## src/rtl/fbpf_pkg.sv

```systemverilog
package fbpf_pkg;
  localparam int WORD_W = 32;
  localparam int HALF_W = WORD_W / 2;
  localparam int CH_W   = 8;
  localparam int RGB_W  = 3 * CH_W;
  localparam int DEPTH_W = 4;
  localparam logic [DEPTH_W-1:0] DEPTH_16 = 4'b1100;
  localparam logic [DEPTH_W-1:0] DEPTH_24 = 4'b1101;

  typedef struct packed {
    logic [CH_W-1:0] r;
    logic [CH_W-1:0] g;
    logic [CH_W-1:0] b;
  } rgb_t;
endpackage

```

## src/rtl/fbpf_swap.sv

```systemverilog
module fbpf_swap #(
  parameter int WORD_W = 32
) (
  input  logic [WORD_W-1:0] word_i,
  input  logic              bytes_i,
  input  logic              halves_i,
  output logic [WORD_W-1:0] word_o
);
  localparam int HALF_W = WORD_W / 2;
  localparam int BYTE_W = HALF_W / 2;

  logic [WORD_W-1:0] byte_stage;

  for (genvar h = 0; h < 2; h++) begin : g_half
    assign byte_stage[h*HALF_W +: HALF_W] = bytes_i
      ? {word_i[h*HALF_W +: BYTE_W], word_i[h*HALF_W+BYTE_W +: BYTE_W]}
      : word_i[h*HALF_W +: HALF_W];
  end

  assign word_o = halves_i ? {byte_stage[HALF_W-1:0], byte_stage[WORD_W-1:HALF_W]}
                           : byte_stage;
endmodule

```

## src/rtl/fbpf_expand16.sv

```systemverilog
module fbpf_expand16
  import fbpf_pkg::*;
(
  input  logic [HALF_W-1:0] pix_i,
  input  logic              is565_i,
  output rgb_t              rgb_o
);
  always_comb begin
    if (is565_i) begin
      rgb_o.r = {pix_i[15:11], pix_i[15:13]};
      rgb_o.g = {pix_i[10:5],  pix_i[10:9]};
      rgb_o.b = {pix_i[4:0],   pix_i[4:2]};
    end else begin
      rgb_o.r = {pix_i[15:11], pix_i[15:14], pix_i[0]};
      rgb_o.g = {pix_i[10:6],  pix_i[10:9],  pix_i[0]};
      rgb_o.b = {pix_i[5:1],   pix_i[5:4],   pix_i[0]};
    end
  end
endmodule

```

## src/rtl/fbpf_hold.sv

```systemverilog
module fbpf_hold #(
  parameter int WORD_W = 32
) (
  input  logic              clk,
  input  logic              rst_n,
  input  logic              in_valid_i,
  input  logic [WORD_W-1:0] in_data_i,
  output logic              in_ready_o,
  input  logic              take_i,
  input  logic              wide_i,
  output logic [WORD_W-1:0] word_o,
  output logic              have_o,
  output logic              second_o
);
  logic [WORD_W-1:0] word_q;
  logic              have_q;
  logic              second_q;
  logic              last_use;

  assign last_use   = take_i && have_q && (wide_i || second_q);
  assign in_ready_o = !have_q || last_use;

  always_ff @(posedge clk) begin
    if (!rst_n) begin
      word_q   <= '0;
      have_q   <= 1'b0;
      second_q <= 1'b0;
    end else if (in_valid_i && in_ready_o) begin
      word_q   <= in_data_i;
      have_q   <= 1'b1;
      second_q <= 1'b0;
    end else if (last_use) begin
      have_q   <= 1'b0;
      second_q <= 1'b0;
    end else if (take_i && have_q) begin
      second_q <= 1'b1;
    end
  end

  assign word_o   = word_q;
  assign have_o   = have_q;
  assign second_o = second_q;

  // an accepted word is held on the next cycle
  p_accept_loads_r1: assert property (@(posedge clk) disable iff (!rst_n)
    in_valid_i && in_ready_o |=> have_q && word_q == $past(in_data_i));

  // a held word with pixels left blocks the stream
  p_no_overflow_r1: assert property (@(posedge clk) disable iff (!rst_n)
    have_q && !take_i |-> !in_ready_o);

  // first pixel of a 16 bpp word keeps the word for a second pixel
  p_pair_r2: assert property (@(posedge clk) disable iff (!rst_n)
    take_i && have_q && !wide_i && !second_q |=> have_q && second_q);
endmodule

```

## src/rtl/fb_pixel_formatter.sv

```systemverilog
module fb_pixel_formatter
  import fbpf_pkg::*;
(
  input  logic               clk,
  input  logic               rst_n,
  input  logic               wr_valid,
  input  logic [WORD_W-1:0]  wr_data,
  output logic               wr_ready,
  input  logic               pix_active,
  input  logic               frame_start,
  input  logic [DEPTH_W-1:0] depth_sel,
  input  logic               fmt_565,
  input  logic               swap_bytes,
  input  logic               swap_halves,
  input  logic               hi_align,
  input  logic               invert,
  input  logic               ovr_en,
  input  logic [RGB_W-1:0]   ovr_color,
  output logic [RGB_W-1:0]   rgb_out,
  output logic               underrun
);
  logic              wide;
  logic [WORD_W-1:0] held_word;
  logic              have;
  logic              second;
  logic [WORD_W-1:0] ordered;
  logic [HALF_W-1:0] half_pix;
  rgb_t              rgb16;
  logic [RGB_W-1:0]  rgb24;
  logic [RGB_W-1:0]  mem_pix;
  logic [RGB_W-1:0]  src_pix;
  logic              ovr_live_q;
  logic [RGB_W-1:0]  ovr_val_q;

  assign wide = (depth_sel == DEPTH_24);

  fbpf_hold #(.WORD_W(WORD_W)) u_hold (
    .clk        (clk),
    .rst_n      (rst_n),
    .in_valid_i (wr_valid),
    .in_data_i  (wr_data),
    .in_ready_o (wr_ready),
    .take_i     (pix_active),
    .wide_i     (wide),
    .word_o     (held_word),
    .have_o     (have),
    .second_o   (second)
  );

  fbpf_swap #(.WORD_W(WORD_W)) u_swap (
    .word_i   (held_word),
    .bytes_i  (swap_bytes),
    .halves_i (swap_halves),
    .word_o   (ordered)
  );

  assign half_pix = second ? ordered[HALF_W-1:0] : ordered[WORD_W-1:HALF_W];

  fbpf_expand16 u_expand (
    .pix_i   (half_pix),
    .is565_i (fmt_565),
    .rgb_o   (rgb16)
  );

  assign rgb24   = hi_align ? ordered[WORD_W-1:WORD_W-RGB_W] : ordered[RGB_W-1:0];
  assign mem_pix = wide ? rgb24 : rgb16;
  assign src_pix = ovr_live_q ? ovr_val_q : mem_pix;

  always_ff @(posedge clk) begin
    if (!rst_n) begin
      ovr_live_q <= 1'b0;
      ovr_val_q  <= '0;
    end else if (frame_start) begin
      ovr_live_q <= ovr_en;
      ovr_val_q  <= ovr_color;
    end
  end

  always_ff @(posedge clk) begin
    if (!rst_n) begin
      rgb_out  <= '0;
      underrun <= 1'b0;
    end else if (pix_active && have) begin
      rgb_out <= src_pix ^ {RGB_W{invert}};
    end else begin
      rgb_out <= '0;
      if (pix_active) underrun <= 1'b1;
    end
  end

  // blanking cycles give black
  p_blank_black_r9: assert property (@(posedge clk) disable iff (!rst_n)
    !pix_active |=> rgb_out == '0);

  // missing data gives black and raises the flag
  p_underrun_set_r10: assert property (@(posedge clk) disable iff (!rst_n)
    pix_active && !have |=> underrun && rgb_out == '0);

  // flag is sticky
  p_underrun_sticky_r10: assert property (@(posedge clk) disable iff (!rst_n)
    underrun |=> underrun);

  // override latch moves only on frame start
  p_ovr_frame_only_r7: assert property (@(posedge clk) disable iff (!rst_n)
    !frame_start |=> $stable(ovr_live_q) && $stable(ovr_val_q));

  // live override wins over memory data
  p_ovr_wins_r7: assert property (@(posedge clk) disable iff (!rst_n)
    ovr_live_q && pix_active && have |=>
      rgb_out == ($past(ovr_val_q) ^ {RGB_W{$past(invert)}}));
endmodule

```

## config.mk

```make
export PLATFORM = sky130hd
export DESIGN_NAME = fb_pixel_formatter
export DESIGN_NICKNAME = d
export VERILOG_FILES = /design/src/rtl/fbpf_pkg.sv /design/src/rtl/fbpf_swap.sv /design/src/rtl/fbpf_expand16.sv /design/src/rtl/fbpf_hold.sv /design/src/rtl/fb_pixel_formatter.sv
export SDC_FILE = /design/constraint.sdc
export NUM_CORES = 1
export LEC_CHECK = 0
export BUFFER_PORTS_ARGS = -buffer_cell sky130_fd_sc_hd__buf_2
export CAP_MARGIN = 25
export CORE_MARGIN = 1.5
export CORE_UTILIZATION = 50
export CTS_CLUSTER_DIAMETER = 80
export DETAILED_ROUTE_END_ITERATION = 12
export MAX_ROUTING_LAYER = met4
export PLACE_DENSITY = 0.85
export SLEW_MARGIN = 15
export SYNTH_ARGS = -nofsm -noshare
export SYNTH_HDL_FRONTEND = slang
export SYNTH_HIERARCHICAL = 1
export SYNTH_SLANG_ARGS = --single-unit
```

## constraint.sdc

```tcl
create_clock -name clk -period 2.6 [get_ports clk]
set_clock_uncertainty 0.05 [all_clocks]
set_input_delay 0 -clock clk [delete_from_list [all_inputs] [get_ports clk]]
set_output_delay 0 -clock clk [all_outputs]
set_load 0.05 [all_outputs]
```

=== After elaboration in Yosys (flattened, before gate mapping) ===
Cells that the tools add are included.
W data, S select, Z words.

* Input bits: 71
* Output and inout port bits: 26
* Flip-flop bits (word level): 84

* Bitwise logic cells: 3
* Equality and inequality tests: 1
* Muxes and demuxes: 10
* Reduce and logical (&&, ||, !) cells: 10

{| class="wikitable"
|+ Operators with widths
! operator !! count
|-
| $mux W24 || 3
|-
| $mux W16 || 3
|-
| $mux W32 || 1
|-
| $xor A24 B24 Y24 || 1
|-
| $mux W17 || 1
|-
| $eq A4 B4 Y1 const B || 1
|-
| $reduce_and A2 Y1 || 2
|-
| $logic_and A1 B1 Y1 || 3
|-
| $reduce_or A3 Y1 || 1
|-
| $logic_or A1 B1 Y1 || 2
|-
| $mux W1 || 2
|-
| $not A1 Y1 || 2
|-
| $reduce_bool A2 Y1 || 1
|-
| $logic_not A1 Y1 || 1
|}

=== Logic depth before layout (Yosys ltp) ===
* Depth in word-level cells: 7
* Gate-level depth with buffers: 9

=== Modules after synthesis ===
Netlist, hierarchy kept.

{| class="wikitable"
|+ Modules (own cells, without submodules)
! module !! times used !! sequential area each (um2) !! area an instance (um2) !! cells each
|-
| fb_pixel_formatter || 1 || 1001.0 || 2728.9 || 244
|-
| fbpf_hold || 1 || 680.7 || 1376.3 || 149
|-
| fbpf_swap || 1 || 0.0 || 824.5 || 40
|-
| fbpf_expand16 || 1 || 0.0 || 266.5 || 25
|}

=== Worst setup path before layout ===
Ideal clock, no wire load.

* Kind: register to register
* From: reg u_hold.second_q (netlist: u_hold/second_o)
* To: reg rgb_out[7]
* Setup slack: 450 ps
* Stages on the path, launching flop included: 8
* Buffers on the path: 3
* Arrival: 2028 ps
* Library setup time: 72 ps
* Cell sequence: dfxtp_1 > clkbuf_1 > buf_2 > mux2_2 > mux2_4 > buf_4 > a221oi_2 > mux2i_1

{| class="wikitable"
|+ RTL lines
! what !! line !! text
|-
| start: declaration || fbpf_hold.sv:17 || <nowiki>logic second_q;</nowiki>
|-
| start signal: assignment || fbpf_hold.sv:27 || <nowiki>second_q <= 1'b0;</nowiki>
|-
| start signal: assignment || fbpf_hold.sv:31 || <nowiki>second_q <= 1'b0;</nowiki>
|-
| start signal: assignment || fbpf_hold.sv:34 || <nowiki>second_q <= 1'b0;</nowiki>
|-
| end signal: assignment || fb_pixel_formatter.sv:84 || <nowiki>rgb_out <= src_pix ^ {RGB_W{invert}};</nowiki>
|-
| end: declaration || fb_pixel_formatter.sv:19 || <nowiki>output logic [RGB_W-1:0] rgb_out,</nowiki>
|}

==> impl_results.md <==
* Top cell type's share of synthesized area at 0.324
* Sequential-to-total area share from yosys stat at 0.324
* Total core area at 0.0102 mm2
* Initial antenna violation count at 0
* Final ANT Viol Nets at 0
* Worst path bufs/invs at 0
* Synthesized area per cell at 11.3 um2
* TritonCTS sink count at 84
* GRT overflow at 0
* Rows at 37
* Worst Path Arrival at 2410 ps
* Cells along the critical path: mux4_1 > mux2_2 > mux2_4 > a221oi_1 > mux2i_1
* Nets at ~650
* TritonCTS clock tree: built
* Global Route Usage Sum at 0.241
* Post-Synthesis Net Count at 529
* H-Tree Depth at 3
* Layout area overhead at 21.4%
* Detailed-route vias per instance at 5.62
* Residual DRC at 0
* Max-slew headroom at 0.510
* Critical path peak fanout at 5
* CP startpoint: u_hold/word_o[8]$_SDFFE_PN0P_
* Pins Over Slew Limit at 0
* Fmax at 461 MHz
* Tightest Pin Transition at 735 ps
* Type of origin of the critical path: flop
* Post-synth top cells: mux2i_1, dfxtp_1, nand2_1
* Vias in the first global route at 4039
* Outcome: complete, no violations
* Crit-path leading delay family: multiplexers
* Reg2Reg Setup Slack at 430 ps
* Worst Hold End: underrun$_SDFFE_PN0P_
* DIE HEIGHT at between 100 and 150 um
* Worst Setup End Kind: flop
* RSZ-0062 raised after global routing: no
* Worst hold path class: input pin to flop
* First-pass GRT wire length at 20600 um
* Pleak at 2.80 nW
* Syn Inst Count at roughly 460
* P per Cell Area at 477 mW/mm2
* Final setup viols at 0
* Worst hold stages at 2
* Die width at 105 um
* R2R Path End: rgb_out[0]$_SDFF_PN0_
* Post-synthesis async set-or-reset flop share at 0
* Netlist Area Pre-Place at between 0.005 and 0.006 mm2
* Max capacitance violation total at 0
* Minimum clock period at roughly 2200 ps
* YS warnings at 6
* DR WL/cell at about 17 um
* Top Metal Used: met4
* I/O pin cnt at 97
* Area leader, netlist: dfxtp_1
* Diodes inserted at 0
* Layout cell share with drive strength beyond 1 at 0.353
* Full die area at roughly 0.011 mm2
* Setup TNS at 0 ps
* Synth unique cells at 27
* Number of flops mapped to enable cells by yosys at 0
* Largest net degree at the start of global routing at 65
* Tot Pwr at 0.00301 W
* Most frequent cell after synthesis: mux2i_1
* 1st-iter DRT viols at ~150
* Met2 WL post-DR at 5950 um
* Worst r2r src: u_hold/word_o[8]$_SDFFE_PN0P_
* Post-detail-place hpwl at between 8000 and 9000 um
* Root Driver: clkbuf_8
* #FFs+latches synth at 84
* CP required at 2840 ps
* WL final at 12500 um
* Post-CTS Setup Bufs at 0
* First-pass iteration count of the detailed router at 4
* Metal-1 WL at slightly below 6000 um
* VDD IR max at 0.000411 V
* Placer Congestion at 0.842
* HP Start: rst_n
* Final-report hold violation count at 0
* PortBufs at 96
* Synth area leaders: dfxtp_1, mux2i_1, mux4_2
* Worst-skew pair later-pin latency at between 300 and 400 ps
* Worst R2R Path Depth at 5
* Top_reg_cell synth: dfxtp_1
* Clock Pin Slew Worst Setup and Hold Paths at approximately 90 ps
* Slowest stage delay, CP at 560 ps
* Met3 Routed Length at 608 um
* Initial Util at 0.510
* DR vias at 4038
* Critical path type: flop to flop
* Slowest cell on crit path: mux4_1
* Fin crit share at 0.834
* Cts bufs inserted at 9
* Clock Path Buffers at 2
## layer usage
| metal | vias to the layer above | GRT usage |
|---|---|---|
| met4 | 0 | 0.0528 |
| li1 | 1922 | - |
| met1 | 1967 | 0.323 |
| met5 | - | - |
| met3 | 14 | 0.0455 |
| met2 | 135 | 0.380 |
## metrics by stage
step	setup slack, ps	instances	util	instance area (um2)	hold WS [ps]
floorplan	450	458	-	5200	88.5
global placement	366	644	0.544	5540	202
detailed placement	298	644	0.544	5540	205
CTS	439	719	0.619	6310	71.3
global route	316	719	0.619	6310	115
finish	432	719	0.619	6310	103
## timing repair
item | CTS | global route
gates resized for setup | 0 | 0
endpoints found under the hold margin | 60 | 0
hold buffers | 59 | 0
## state kept, by name, summed over array words and instances, names as in the netlist
signal and count:
rgb_out 24, underrun 1, u_hold/second_o 1, u_hold/have_o 1
u_hold/word_o 32, ovr_val_q 24, ovr_live_q 1
## worst max-delay path by stage
stage | endpoint | slack [ps] | cells after the start
2_1_floorplan | rgb_out[7]$_SDFF_PN0_ | 450 | 7
3_3_place_gp | rgb_out[1]$_SDFF_PN0_ | 370 | 7
3_5_place_dp | rgb_out[1]$_SDFF_PN0_ | 300 | 7
4_1_cts | rgb_out[0]$_SDFF_PN0_ | 440 | 5
5_1_grt | rgb_out[0]$_SDFF_PN0_ | 320 | 5
6_report | rgb_out[0]$_SDFF_PN0_ | 430 | 5
## power breakdown
group / leakage [nW] / total, W / switching (W) / internal, W
Combinational: 2.03 / 0.000732 / 0.000347 / 0.000385
Sequential: 0.689 / 0.00143 / 0.0000764 / 0.00136
Clock: 0.0808 / 0.000843 / 0.000488 / 0.000355
## placed cells by master (no fill, tap or decap)
cell and count:
o21ai_2 1, buf_12 2, dfxtp_2 1, nor2b_1 28, inv_2 1, nand2_1 65
nor2_1 1, mux2_2 16, inv_6 1, a221oi_1 4, nand4_1 1, dfxtp_1 83
nor3_1 24, nand4b_4 1, mux2_4 10, clkinvlp_4 3, nand4b_1 1, mux2i_1 106
mux4_1 1, a21oi_1 1, clkbuf_8 9, a32oi_1 1, o21a_1 1, nor2_2 1
a221oi_2 20, clkinv_2 1, dlygate4sd3_1 59, buf_2 96, inv_8 1, clkbuf_1 1
a21boi_4 1, buf_4 10, mux4_2 31
## logic make-up after synthesis
kind of cell / count (synthesis) / synth area share
muxes: 164 / 0.407
and+or+nand+nor: 122 / 0.113
DFF: 84 / 0.324
buffers and inverters: 59 / 0.0821
AOI/OAI and AO/OA: 29 / 0.0739
## cell type report
cell class / instances / area, um2
Clock buffer: 10 / 128
Clock inverter: 6 / 47.5
Fill cell: 806 / 3880
Inverter: 1 / 3.75
Multi-Input combinational cell: 315 / 3090
Sequential cell: 84 / 1680
Tap cell: 136 / 170
Timing Repair Buffer: 167 / 1190
Note: power is estimated with default switching activity, not from simulation.
